==> config.mk <==
export PLATFORM = sky130hd
export DESIGN_NAME = cc_channel
export DESIGN_NICKNAME = d
export VERILOG_FILES = /design/src/rtl/cc_channel.sv
export SDC_FILE = /design/constraint.sdc
export NUM_CORES = 1
export LEC_CHECK = 0
export ABC_AREA = 0
export BUFFER_PORTS_ARGS = -buffer_cell sky130_fd_sc_hd__buf_2
export CAP_MARGIN = 20
export CORE_MARGIN = 4
export CORE_UTILIZATION = 40
export DETAILED_ROUTE_END_ITERATION = 6
export GPL_ROUTABILITY_DRIVEN = 1
export PLACE_DENSITY = 0.65
export SYNTH_ARGS = -nofsm -noshare
export SYNTH_HDL_FRONTEND = slang
export SYNTH_SLANG_ARGS = --single-unit
==> constraint.sdc <==
create_clock -name clk -period 1.6 [get_ports clk]
set_clock_uncertainty 0.1 [all_clocks]
set_input_delay 0.08 -clock clk [delete_from_list [all_inputs] [get_ports clk]]
set_output_delay 0.08 -clock clk [all_outputs]
set_load 0.03 [all_outputs]
==> src/rtl/cc_channel.sv <==
`timescale 1ns/1ps
module cc_channel #(
  parameter int HALF_W = 8,
  parameter bit HAS_WDOG = 1'b1,
  localparam int CW = 2 * HALF_W
) (
  input  logic              clk,
  input  logic              rst_n,
  input  logic [CW-1:0]     tb_val,
  input  logic              pin_in,
  input  logic              wr_en,
  input  logic [1:0]        wr_sel,
  input  logic [HALF_W-1:0] wr_data,
  output logic              pin_out,
  output logic              cc_flag,
  output logic              wdog_rst,
  output logic [CW-1:0]     cmp_q,
  output logic [7:0]        mode_q
);
  logic [CW-1:0] tb_prev;
  logic [6:0] mode_r;
  logic s1, s2, s3, tog_q, pwm_q;

  wire arm    = mode_r[6];
  wire cap_r  = mode_r[5];
  wire cap_f  = mode_r[4];
  wire mat_en = mode_r[3];
  wire tog_en = mode_r[2];
  wire pwm_en = mode_r[1];
  wire wdte   = mode_r[0];

  wire wr_mode = wr_en && wr_sel == 2'd0;
  wire wr_lo   = wr_en && wr_sel == 2'd1;
  wire wr_hi   = wr_en && wr_sel == 2'd2;
  wire wr_clr  = wr_en && wr_sel == 2'd3;

  wire rise   = s2 & ~s3;
  wire fall   = ~s2 & s3;
  wire cap_ev = (cap_r & rise) | (cap_f & fall);
  wire eq_new = (tb_val != tb_prev) && (tb_val == cmp_q);
  wire hit    = arm && mat_en && eq_new;
  wire lo_ovf = pwm_en && (&tb_prev[HALF_W-1:0]) && (tb_val[HALF_W-1:0] == '0);

  always_ff @(posedge clk or negedge rst_n) begin
    if (!rst_n) begin
      s1 <= 1'b0; s2 <= 1'b0; s3 <= 1'b0;
      tb_prev <= '0;
      cmp_q <= '0;
      mode_r <= '0;
      cc_flag <= 1'b0;
      tog_q <= 1'b0;
      pwm_q <= 1'b0;
      wdog_rst <= 1'b0;
    end else begin
      s1 <= pin_in; s2 <= s1; s3 <= s2;
      tb_prev <= tb_val;
      if (cap_ev) cmp_q <= tb_val;
      else begin
        if (wr_hi) cmp_q[CW-1:HALF_W] <= wr_data;
        if (wr_lo) cmp_q[HALF_W-1:0] <= wr_data;
        else if (lo_ovf) cmp_q[HALF_W-1:0] <= cmp_q[CW-1:HALF_W];
      end
      if (wr_mode) mode_r <= wr_data[6:0];
      else if (wr_lo) mode_r[6] <= 1'b0;
      else if (wr_hi) mode_r[6] <= 1'b1;
      if (cap_ev || hit) cc_flag <= 1'b1;
      else if (wr_clr) cc_flag <= 1'b0;
      if (hit && tog_en) tog_q <= ~tog_q;
      pwm_q <= tb_val[HALF_W-1:0] >= cmp_q[HALF_W-1:0];
      wdog_rst <= HAS_WDOG && arm && wdte && eq_new;
    end
  end

  assign pin_out = pwm_en ? pwm_q : tog_q;
  assign mode_q  = {1'b0, mode_r};

  AST_LO_DISARMS: assert property (@(posedge clk) disable iff (!rst_n)
    $past(wr_lo) |-> !mode_q[6]);
  AST_HI_ARMS: assert property (@(posedge clk) disable iff (!rst_n)
    $past(wr_hi) |-> mode_q[6]);
  AST_CAPTURE_FLAGS: assert property (@(posedge clk) disable iff (!rst_n)
    $past(cap_ev) |-> cc_flag);
  AST_FLAG_STICKY: assert property (@(posedge clk) disable iff (!rst_n)
    ($past(cc_flag) && !$past(wr_clr)) |-> cc_flag);
  AST_PIN_HOLD: assert property (@(posedge clk) disable iff (!rst_n)
    (!pwm_en && $past(!pwm_en) && !$past(hit && tog_en)) |-> $stable(pin_out));
  AST_WD_ARMED: assert property (@(posedge clk) disable iff (!rst_n)
    wdog_rst |-> $past(arm && wdte));
endmodule

==> flow_metrics.py, run 1 <==
metrics = {
    "outcome": {
        "status": "finished, violations left",
        "violations": "setup timing",
    },
    "yosys": {
        "synthCells": 201,
        "ys.flop_type": "dfrtp_1",
        "async_flop_share": 1.00,
        "synth_edf_count": 0,
        "ys_ff_latch": 46,
        "synthesis.area_um2": 2260,
        "yosysWarnings": 0,
        "avgSynthCellArea_um2": 11.3,
        "yosysSeqAreaShare": 0.509,
        "syn-num-nets": 239,
        "synth_cell_types": 29,
    },
    "placement": {
        "hpwl_um": 4480,
        "gp_congestion": 0.811,
        "io_buffer_count": 55,
        "dpl_cell_area_um2": 2840,
        "dp_cells": 346,
    },
    "global_routing": {
        "grt_start_max_net_pins": 19,
        "track_usage": 0.186,
        "grt_pass1_wl_um": 10200,
        "antenna_found_initial": 0,
        "grt.overflow.total": 0,
        "grt_pass1_vias": 2031,
    },
    "finish": {
        "fillerInstances": 452,
        "syn2layout_area_growth_pct": 47.9,
        "fin_cells": 383,
        "final_core_util": 0.608,
        "diodes": 0,
        "fin_nets": 348,
        "final_area_um2": 3350,
        "layout-drive-gt1-share": 0.418,
    },
    "routing": {
        "firstDrtPassIters": 4,
        "drt_iter0_markers": 94,
        "viasPerCell": 4.99,
        "detail_route.wirelength_um": 6250,
        "postRouteAntennaNets": 0,
        "drc": 0,
        "wl_per_cell_um": 16.3,
        "vias": 1910,
    },
    "timing": {
        "fin_ws_ns": -0.107,
        "layout_min_cycle_time_ns": 1.71,
        "setup_viol": 12,
        "hold_viol": 0,
        "rsz0062_at_grt": "true",
        "min_period_over_period": 1.07,
        "final_max_slew_viol_count": 0,
        "fmax_mhz": 586,
    },
    "floorplan": {
        "core_area_um2": 5510,
        "start_util": 0.411,
        "dieHeight_um": 83.2,
        "die_area_um2": 6930,
        "num_io_pins": 57,
        "die_width_um": 83.2,
        "rows": 27,
    },
    "setup_path": {
        "critPathRequiredTime_ns": 1.70,
        "worstPathArrival_ns": 1.81,
        "crit_path_end_kind": "register",
        "crit_slowest_cell": "dfrtp_1",
        "start_kind": "register",
        "worstSetupPathType": "reg -> reg",
        "cp_max_fo": 2,
        "path_cells": "xnor2_1 -> nand4_1 -> nor4_4 -> nor2_1 -> a221o_1",
        "critical_path.top_delay_family": "simple AND/OR/NAND/NOR gates",
        "slowest_delay_ns": 0.39,
        "critPathBufInv": 0,
    },
    "cts": {
        "cts_sinks": 46,
        "cts_inserted_buffers": 5,
        "h-tree-depth": 2,
        "path_clk_slew_ns": 0.09,
        "clk-insertion-delay-late_ns": 0.30,
        "cts_tree": "done",
        "root_buffer": "clkbuf_8",
        "clock_path_buffers": 2,
    },
    "min_path": {
        "hold_path.class": "in -> reg",
    },
    "power_and_ir_drop": {
        "power_leakage_uw": 0.00163,
        "ir_drop_v": 0.000716,
        "power_density_nw_per_um2": 1320,
    },
    "run": {
        "drv_cap": 0,
    },
}
-- worst reg2reg max path, cell delays in order (launching register included) --
cell and delay (ns):
dfrtp_1 0.39, xnor2_1 0.22, nand4_1 0.19, nor4_4 0.31, nor2_1 0.09, a221o_1 0.31
-- registers in the layout, indices dropped and copies added, names as in the netlist --
register  flops
mode_r        7
pwm_q         1
s1            1
cc_flag       1
s3            1
s2            1
wdog_rst      1
tog_q         1
tb_prev      16
cmp_q        16
-- final timing paths --
| path | from | to | slack [ns] | depth (start not counted) |
|---|---|---|---|---|
| setup reg to reg | tb_prev[14] | cc_flag | -0.11 | 5 |
| max in group asynchronous | rst_n | mode_r[5] | 0.65 | 3 |
| min in group asynchronous | rst_n | tb_prev[2] | 0.13 | 2 |
| hold reg to reg | s1 | s2 | 0.26 | 0 |
| setup / recovery | tb_prev[14] | cc_flag | -0.11 | 5 |
| hold / removal | tb_val[10] | cmp_q[10] | 0.05 | 4 |
-- placed cells by master (no fill, tap or decap), types with 9 or more instances in the layout --
master	instances
dfrtp_2	11
mux2i_1	23
buf_2	55
xnor2_1	14
nor2_1	10
dlygate4sd3_1	27
o21ai_0	10
nand2_1	12
a21oi_1	9
buf_4	23
dfrtp_1	35
-- power by group --
group          switching, uW  leakage [uW]  internal, uW
Clock                    413     0.0000514           467
Sequential               187      0.000538          1410
Combinational           1090       0.00104           838
-- final cells by class --
cell class	instances	area, um^2	area share
multi-input combinational	140	1190	0.355
sequential	46	1160	0.348
timing repair buffer	108	761	0.227
tap	72	90.1	0.0269
clock buffer	6	72.6	0.0217
clock inverter	2	37.5	0.0112
inverter	9	33.8	0.0101
-- metal layers --
metal | wire length (um) | track usage | up-vias
li1 | - | - | 921
met1 | 2790 | 0.243 | 932
met4 | 58 | 0.0446 | 0
met3 | 254 | 0.0437 | 7
met2 | 3150 | 0.313 | 50
met5 | 0 | 0 | -
-- Yosys cell counts, drive strengths merged, types with 3 or more instances --
library cell,instances,share of area
nor2,10,0.017
buf,4,0.012
nand4,8,0.022
nor4,4,0.014
nand3b,3,0.0099
o21ai,11,0.024
mux2i,23,0.10
a21o,4,0.013
nor3,4,0.0088
nand2,14,0.023
ha,8,0.044
dfrtp,46,0.51
mux2,8,0.040
a21oi,9,0.020
xnor2,17,0.066
xor2,8,0.031
inv,9,0.015
-- per-stage QoR --
step / hold slack, ns / total power [uW] / setup WS, ns / setup TNS, ns
after global placement: -0.0707 / 3300 / -0.232 / -1.44
after CTS: 0.0294 / 4410 / -0.141 / -0.305
after global routing: 0.0438 / 4670 / -0.171 / -1.06
after floorplan: -0.316 / 2660 / -0.0855 / -0.239
final: 0.0483 / 4410 / -0.107 / -0.503
after detailed placement: -0.0608 / 3320 / -0.268 / -1.33
-- what timing repair did --
action                                  4_1_cts  5_1_grt
pin swaps                                     9        3
endpoints found under the setup margin       12       12
resized for setup                            16        3
hold endpoints to repair                     56        0
hold buffers                                 27        0
setup buffers                                 2        1
-- logic make-up after synthesis --
family                     Yosys count  synth area share
AOI/OAI and AO/OA                   26            0.0663
and+or+nand+nor                     49             0.111
DFF                                 46             0.509
other                                1           0.00166
buffers and inverters               15            0.0304
muxes                               31             0.142
xor gates and xnor gates            25            0.0967
adders and majority gates            8            0.0442
Power figures use the tool's default switching activity.
==> run 2: changes to the inputs <==
--- a/config.mk
+++ b/config.mk
@@ -13,6 +13,7 @@
 export DETAILED_ROUTE_END_ITERATION = 6
 export GPL_ROUTABILITY_DRIVEN = 1
 export PLACE_DENSITY = 0.65
+export SETUP_SLACK_MARGIN = 0.5
 export SYNTH_ARGS = -nofsm -noshare
 export SYNTH_HDL_FRONTEND = slang
 export SYNTH_SLANG_ARGS = --single-unit
==> constraint.sdc (replaced) <==
create_clock -name clk -period 1.6 [get_ports clk]
set_clock_uncertainty 0.1 [all_clocks]
set_input_delay 0.08 -clock clk [delete_from_list [all_inputs] [get_ports clk]]
set_output_delay 0.08 -clock clk [all_outputs]
set_load 0.02 [all_outputs]
==> flow_metrics.py, run 2 (synthesis results as in run 1) <==
metrics = {
    "timing": {
        "tightest_slew_ns": 0.598,
        "whs_ns": 0.0101,
        "setup_viol": 6,
        "fmax_mhz": 558,
        "rsz0062_at_grt": "true",
        "layout_min_cycle_time_ns": 1.79,
        "min_period_over_period": 1.12,
        "final_max_slew_viol_count": 0,
        "fin_ws_ns": -0.192,
        "slew_headroom": 0.601,
        "hold_viol": 0,
    },
    "floorplan": {
        "start_util": 0.411,
        "die_area_um2": 6930,
        "core_area_um2": 5510,
        "rows": 27,
        "die_width_um": 83.2,
        "num_io_pins": 57,
        "dieHeight_um": 83.2,
    },
    "setup_path": {
        "worstSetupPathType": "reg -> reg",
        "r2r_start": "cmp_q[0]",
        "timing.rr.end": "cc_flag",
        "critPathRequiredTime_ns": 1.75,
        "worstPathArrival_ns": 1.94,
        "start_kind": "register",
        "cp_max_fo": 2,
        "worst_r2r_path_depth": 6,
        "crit_path_end_kind": "register",
        "rrSetupSlack_ns": -0.19,
    },
    "placement": {
        "pre_cts_slack_ns": -0.256,
        "dp_cells": 345,
        "gp_congestion": 0.868,
        "io_buffer_count": 55,
        "hpwl_um": 4460,
    },
    "finish": {
        "fillerInstances": 436,
        "diodes": 0,
        "mostFrequentLayoutCells": "buf_2, dfrtp_1, buf_6",
        "final_core_util": 0.658,
        "top_regs": "cmp_q x16, tb_prev x16, mode_r x7",
        "multi_input_area_um2": 1240,
        "fin_cells": 395,
        "register_area_um2": 1170,
        "final_common_cell": "buf_2",
        "syn2layout_area_growth_pct": 60.1,
        "layout-drive-gt1-share": 0.495,
        "fin_nets": 360,
    },
    "global_routing": {
        "track_usage": 0.195,
        "grt_start_max_net_pins": 47,
        "grt.overflow.total": 0,
        "grt_pass1_wl_um": 10700,
        "grt_pass1_vias": 1967,
        "antenna_found_initial": 0,
    },
    "outcome": {
        "status": "finished, violations left",
        "violations": "setup timing",
    },
    "min_path": {
        "whs_path_depth": 3,
        "hold_start": "wr_data[0]",
        "hold_path.class": "in -> reg",
        "whs_endpoint": "cmp_q[8]",
    },
    "cts": {
        "cts_sinks": 46,
        "clock_path_buffers": 2,
        "cts_inserted_buffers": 5,
        "root_buffer": "clkbuf_8",
        "cts_tree": "done",
        "path_clk_slew_ns": 0.09,
        "h-tree-depth": 2,
        "clk-insertion-delay-late_ns": 0.31,
    },
    "routing": {
        "detail_route.wirelength_um": 6790,
        "viasPerCell": 4.99,
        "vias": 1972,
        "wl_per_cell_um": 17.2,
        "drt_iter0_markers": 99,
        "postRouteAntennaNets": 0,
        "firstDrtPassIters": 4,
        "drc": 0,
    },
    "run": {
        "drv_cap": 0,
    },
    "power_and_ir_drop": {
        "power_leakage_uw": 0.00173,
        "ir_drop_v": 0.000550,
        "power_density_nw_per_um2": 1260,
    },
}
run 2: cell types whose count changed in the layout (fill, tap and decap cells not counted), sizes merged:
cell	delta
buf	+13
bufinv	-1
clkinv	+1
dlygate4sd3	-1
run 2: worst max path at each step:
| stage | endpoint | cells past startpoint | startpoint |
|---|---|---|---|
| floorplan | tog_q | 7 | cmp_q[2] |
| global placement | cc_flag | 6 | cmp_q[0] |
| detailed placement | cc_flag | 6 | cmp_q[0] |
| CTS | tog_q | 6 | cmp_q[0] |
| global route | wdog_rst | 6 | cmp_q[0] |
| finish | cc_flag | 6 | cmp_q[0] |
run 2: layout make-up:
type,count,area share
multi-input combinational,140,0.343
sequential,46,0.323
timing repair buffer,120,0.274
tap,72,0.0249
clock buffer,6,0.0228
inverter,9,0.00932
clock inverter,2,0.00345
run 2: critical path, cell delays in order (launching register included):
cell	delay, ns
dfrtp_2	0.44
ha_4	0.29
nand3_4	0.07
nor4_4	0.31
nand4_1	0.19
nor2_2	0.18
a221o_1	0.15
run 2: power breakdown:
part	internal, uW	switching [uW]	total, uW
clock network	348	421	769
logic	1140	1050	2190
registers	1420	195	1610
total	2900	1660	4570
run 2: repair_timing:
item	in CTS	in global routing
endpoints found under the hold margin	77	0
buffers inserted	10	6
pin swaps	4	4
endpoints found under the setup margin	33	38
hold buffers	26	0
resized for setup	52	31
run 2: through the flow:
step | area, um^2 | total power (uW) | TNS, ns
2_1_floorplan | 2360 | 2550 | -0.0824
3_3_place_gp | 2840 | 3160 | -0.619
3_5_place_dp | 2840 | 3200 | -0.729
4_1_cts | 3460 | 4400 | -0.419
5_1_grt | 3620 | 4840 | -1.30
6_report | 3620 | 4570 | -0.576
run 2: metal layers:
layer / wire [um] / track usage / share of wire
met5: 0 / 0 / 0
met4: 60 / 0.0401 / 0.0088
met3: 382 / 0.0496 / 0.056
met2: 3310 / 0.305 / 0.49
met1: 3040 / 0.273 / 0.45
==> run 3: changes to the inputs <==
--- a/config.mk
+++ b/config.mk
@@ -5,14 +5,14 @@
 export SDC_FILE = /design/constraint.sdc
 export NUM_CORES = 1
 export LEC_CHECK = 0
-export ABC_AREA = 0
+export ABC_AREA = 1
 export BUFFER_PORTS_ARGS = -buffer_cell sky130_fd_sc_hd__buf_2
 export CAP_MARGIN = 20
 export CORE_MARGIN = 4
 export CORE_UTILIZATION = 40
+export CTS_BUF_LIST = sky130_fd_sc_hd__clkbuf_8
 export DETAILED_ROUTE_END_ITERATION = 6
 export GPL_ROUTABILITY_DRIVEN = 1
-export PLACE_DENSITY = 0.65
 export SETUP_SLACK_MARGIN = 0.5
 export SYNTH_ARGS = -nofsm -noshare
 export SYNTH_HDL_FRONTEND = slang
==> flow_metrics.py, run 3 <==
metrics = {
    "yosys": {
        "netlist_top_cells_area": "dfrtp_1, nand2_1, inv_1, o221ai_2, o21ai_0",
        "synth_cell_types": 31,
        "synth_commonest_cells": "nand2_1, inv_1, dfrtp_1",
        "avgSynthCellArea_um2": 8.25,
        "synthDominantCellAreaShare": 0.451,
        "netlist.top_cell.by_area": "dfrtp_1",
        "yosysSeqAreaShare": 0.451,
        "synthesis.area_um2": 2550,
        "async_flop_share": 1.00,
        "syn-num-nets": 347,
        "ys.flop_type": "dfrtp_1",
        "ys_ff_latch": 46,
        "synthCells": 309,
        "yosysWarnings": 0,
        "synth_edf_count": 0,
        "yosysMostFrequentCell": "nand2_1",
    },
    "cts": {
        "cts_sinks": 46,
        "cts_tree": "done",
        "path_clk_slew_ns": 0.09,
        "h-tree-depth": 2,
        "clock_path_buffers": 2,
        "cts_inserted_buffers": 5,
        "root_buffer": "clkbuf_8",
        "clk-insertion-delay-late_ns": 0.30,
    },
    "finish": {
        "final_core_util": 0.640,
        "fin_nets": 457,
        "diodes": 0,
        "fin_cells": 495,
        "fillerInstances": 530,
        "top_regs": "cmp_q x16, tb_prev x16, mode_r x7",
        "syn2layout_area_growth_pct": 52.1,
        "final_common_cell": "nand2_1",
        "mostFrequentLayoutCells": "nand2_1, inv_1, buf_2",
        "layout-drive-gt1-share": 0.431,
    },
    "routing": {
        "dr_wl_met2_um": 3530,
        "met1_length_um": 3090,
        "wl_met3_um": 337,
        "drt_iter0_markers": 126,
        "firstDrtPassIters": 4,
        "postRouteAntennaNets": 0,
        "vias": 2407,
        "highest_layer": "met4",
        "drc": 0,
        "viasPerCell": 4.86,
        "wl_per_cell_um": 14.2,
        "detail_route.wirelength_um": 7040,
    },
    "floorplan": {
        "rows": 28,
        "die_width_um": 87.8,
        "num_io_pins": 57,
        "core_area_um2": 6060,
        "start_util": 0.421,
        "die_area_um2": 7720,
        "dieHeight_um": 87.8,
    },
    "timing": {
        "final_max_slew_viol_count": 0,
        "min_period_over_period": 1.07,
        "setup_tns_ns": -0.167,
        "fin_ws_ns": -0.110,
        "setup_viol": 2,
        "rsz0062_at_grt": "true",
        "hold_viol": 0,
        "fmax_mhz": 585,
        "layout_min_cycle_time_ns": 1.71,
    },
    "placement": {
        "pre_cts_slack_ns": -0.211,
        "io_buffer_count": 55,
        "gp_congestion": 0.813,
        "hpwl_um": 4850,
        "dp_cells": 447,
    },
    "setup_path": {
        "start_kind": "register",
        "cp_max_fo": 3,
        "worstPathArrival_ns": 1.85,
        "critPathRequiredTime_ns": 1.74,
        "worstSetupPathType": "reg -> reg",
        "crit_path_end_kind": "register",
    },
    "global_routing": {
        "grt_pass1_vias": 2531,
        "grt_start_max_net_pins": 47,
        "antenna_found_initial": 0,
        "grt.overflow.total": 0,
        "grt_pass1_wl_um": 11900,
        "track_usage": 0.197,
    },
    "run": {
        "drv_cap": 0,
    },
    "power_and_ir_drop": {
        "power_leakage_uw": 0.00190,
        "ir_drop_v": 0.000576,
        "power_density_nw_per_um2": 966,
    },
    "min_path": {
        "hold_path.class": "in -> reg",
    },
    "outcome": {
        "violations": "setup timing",
        "status": "finished, violations left",
    },
}
run 3: cells by family after synthesis:
group	share of synthesized area
and+or+nand+nor	0.218
buffers and inverters	0.111
AOI/OAI and AO/OA	0.152
DFF	0.451
adders and majority gates	0.0393
xor gates and xnor gates	0.0137
muxes	0.0132
other	0.00147
run 3: worst paths after layout:
check | startpoint | endpoint | slack (ns) | cells after the start
max in group asynchronous | rst_n | mode_r[4] | 0.95 | 3
min in group asynchronous | rst_n | cmp_q[13] | 0.19 | 3
min | tb_val[15] | cmp_q[15] | 0.04 | 3
max reg2reg | cmp_q[3] | tog_q | -0.11 | 10
max | cmp_q[3] | tog_q | -0.11 | 10
min reg2reg | s1 | s2 | 0.25 | 0
run 3: what timing repair did:
| action | CTS | global route |
|---|---|---|
| cloned | 2 | 0 |
| pin swaps | 19 | 13 |
| setup buffers | 9 | 3 |
| endpoints found under the setup margin | 28 | 32 |
| hold endpoints to repair | 77 | 0 |
| hold buffers | 26 | 0 |
| resized for setup | 66 | 32 |
run 3: cell type report:
| class | count | area (um^2) | share of cell area |
|---|---|---|---|
| Multi-Input combinational cell | 201 | 1440 | 0.370 |
| Clock buffer | 5 | 68.8 | 0.0177 |
| Clock inverter | 3 | 13.8 | 0.00355 |
| Inverter | 58 | 223 | 0.0574 |
| Sequential cell | 46 | 1170 | 0.301 |
| Tap cell | 75 | 93.8 | 0.0242 |
| Timing Repair Buffer | 107 | 877 | 0.226 |
run 3: metrics by stage:
| step | power (uW) | instance area [um^2] | hold WS, ns |
|---|---|---|---|
| after floorplan | 2180 | 2640 | -0.316 |
| after global placement | 2580 | 3060 | -0.0163 |
| after detailed placement | 2610 | 3060 | -0.0158 |
| after CTS | 3630 | 3730 | 0.0365 |
| after global routing | 4000 | 3880 | 0.0558 |
| final | 3750 | 3880 | 0.0416 |
run 3: power by group:
| part | internal, uW | switching, uW |
|---|---|---|
| Combinational | 754 | 859 |
| Clock | 297 | 391 |
| Sequential | 1330 | 118 |
| Total | 2380 | 1370 |
run 3: routing by layer:
metal	GRT usage	vias to the layer above
li1	-	1208
met5	0	-
met1	0.262	1136
met2	0.336	53
met3	0.0320	10
met4	0.0460	0
run 3: critical path: stages, from the launching register on:
cell     delay, ns
dfrtp_2       0.37
inv_2         0.05
ha_4          0.26
nand4_1       0.13
nor2_2        0.19
nand3_1       0.10
nor2_2        0.13
nand2_2       0.08
nor2_1        0.09
nand3_1       0.07
nand2_1       0.07
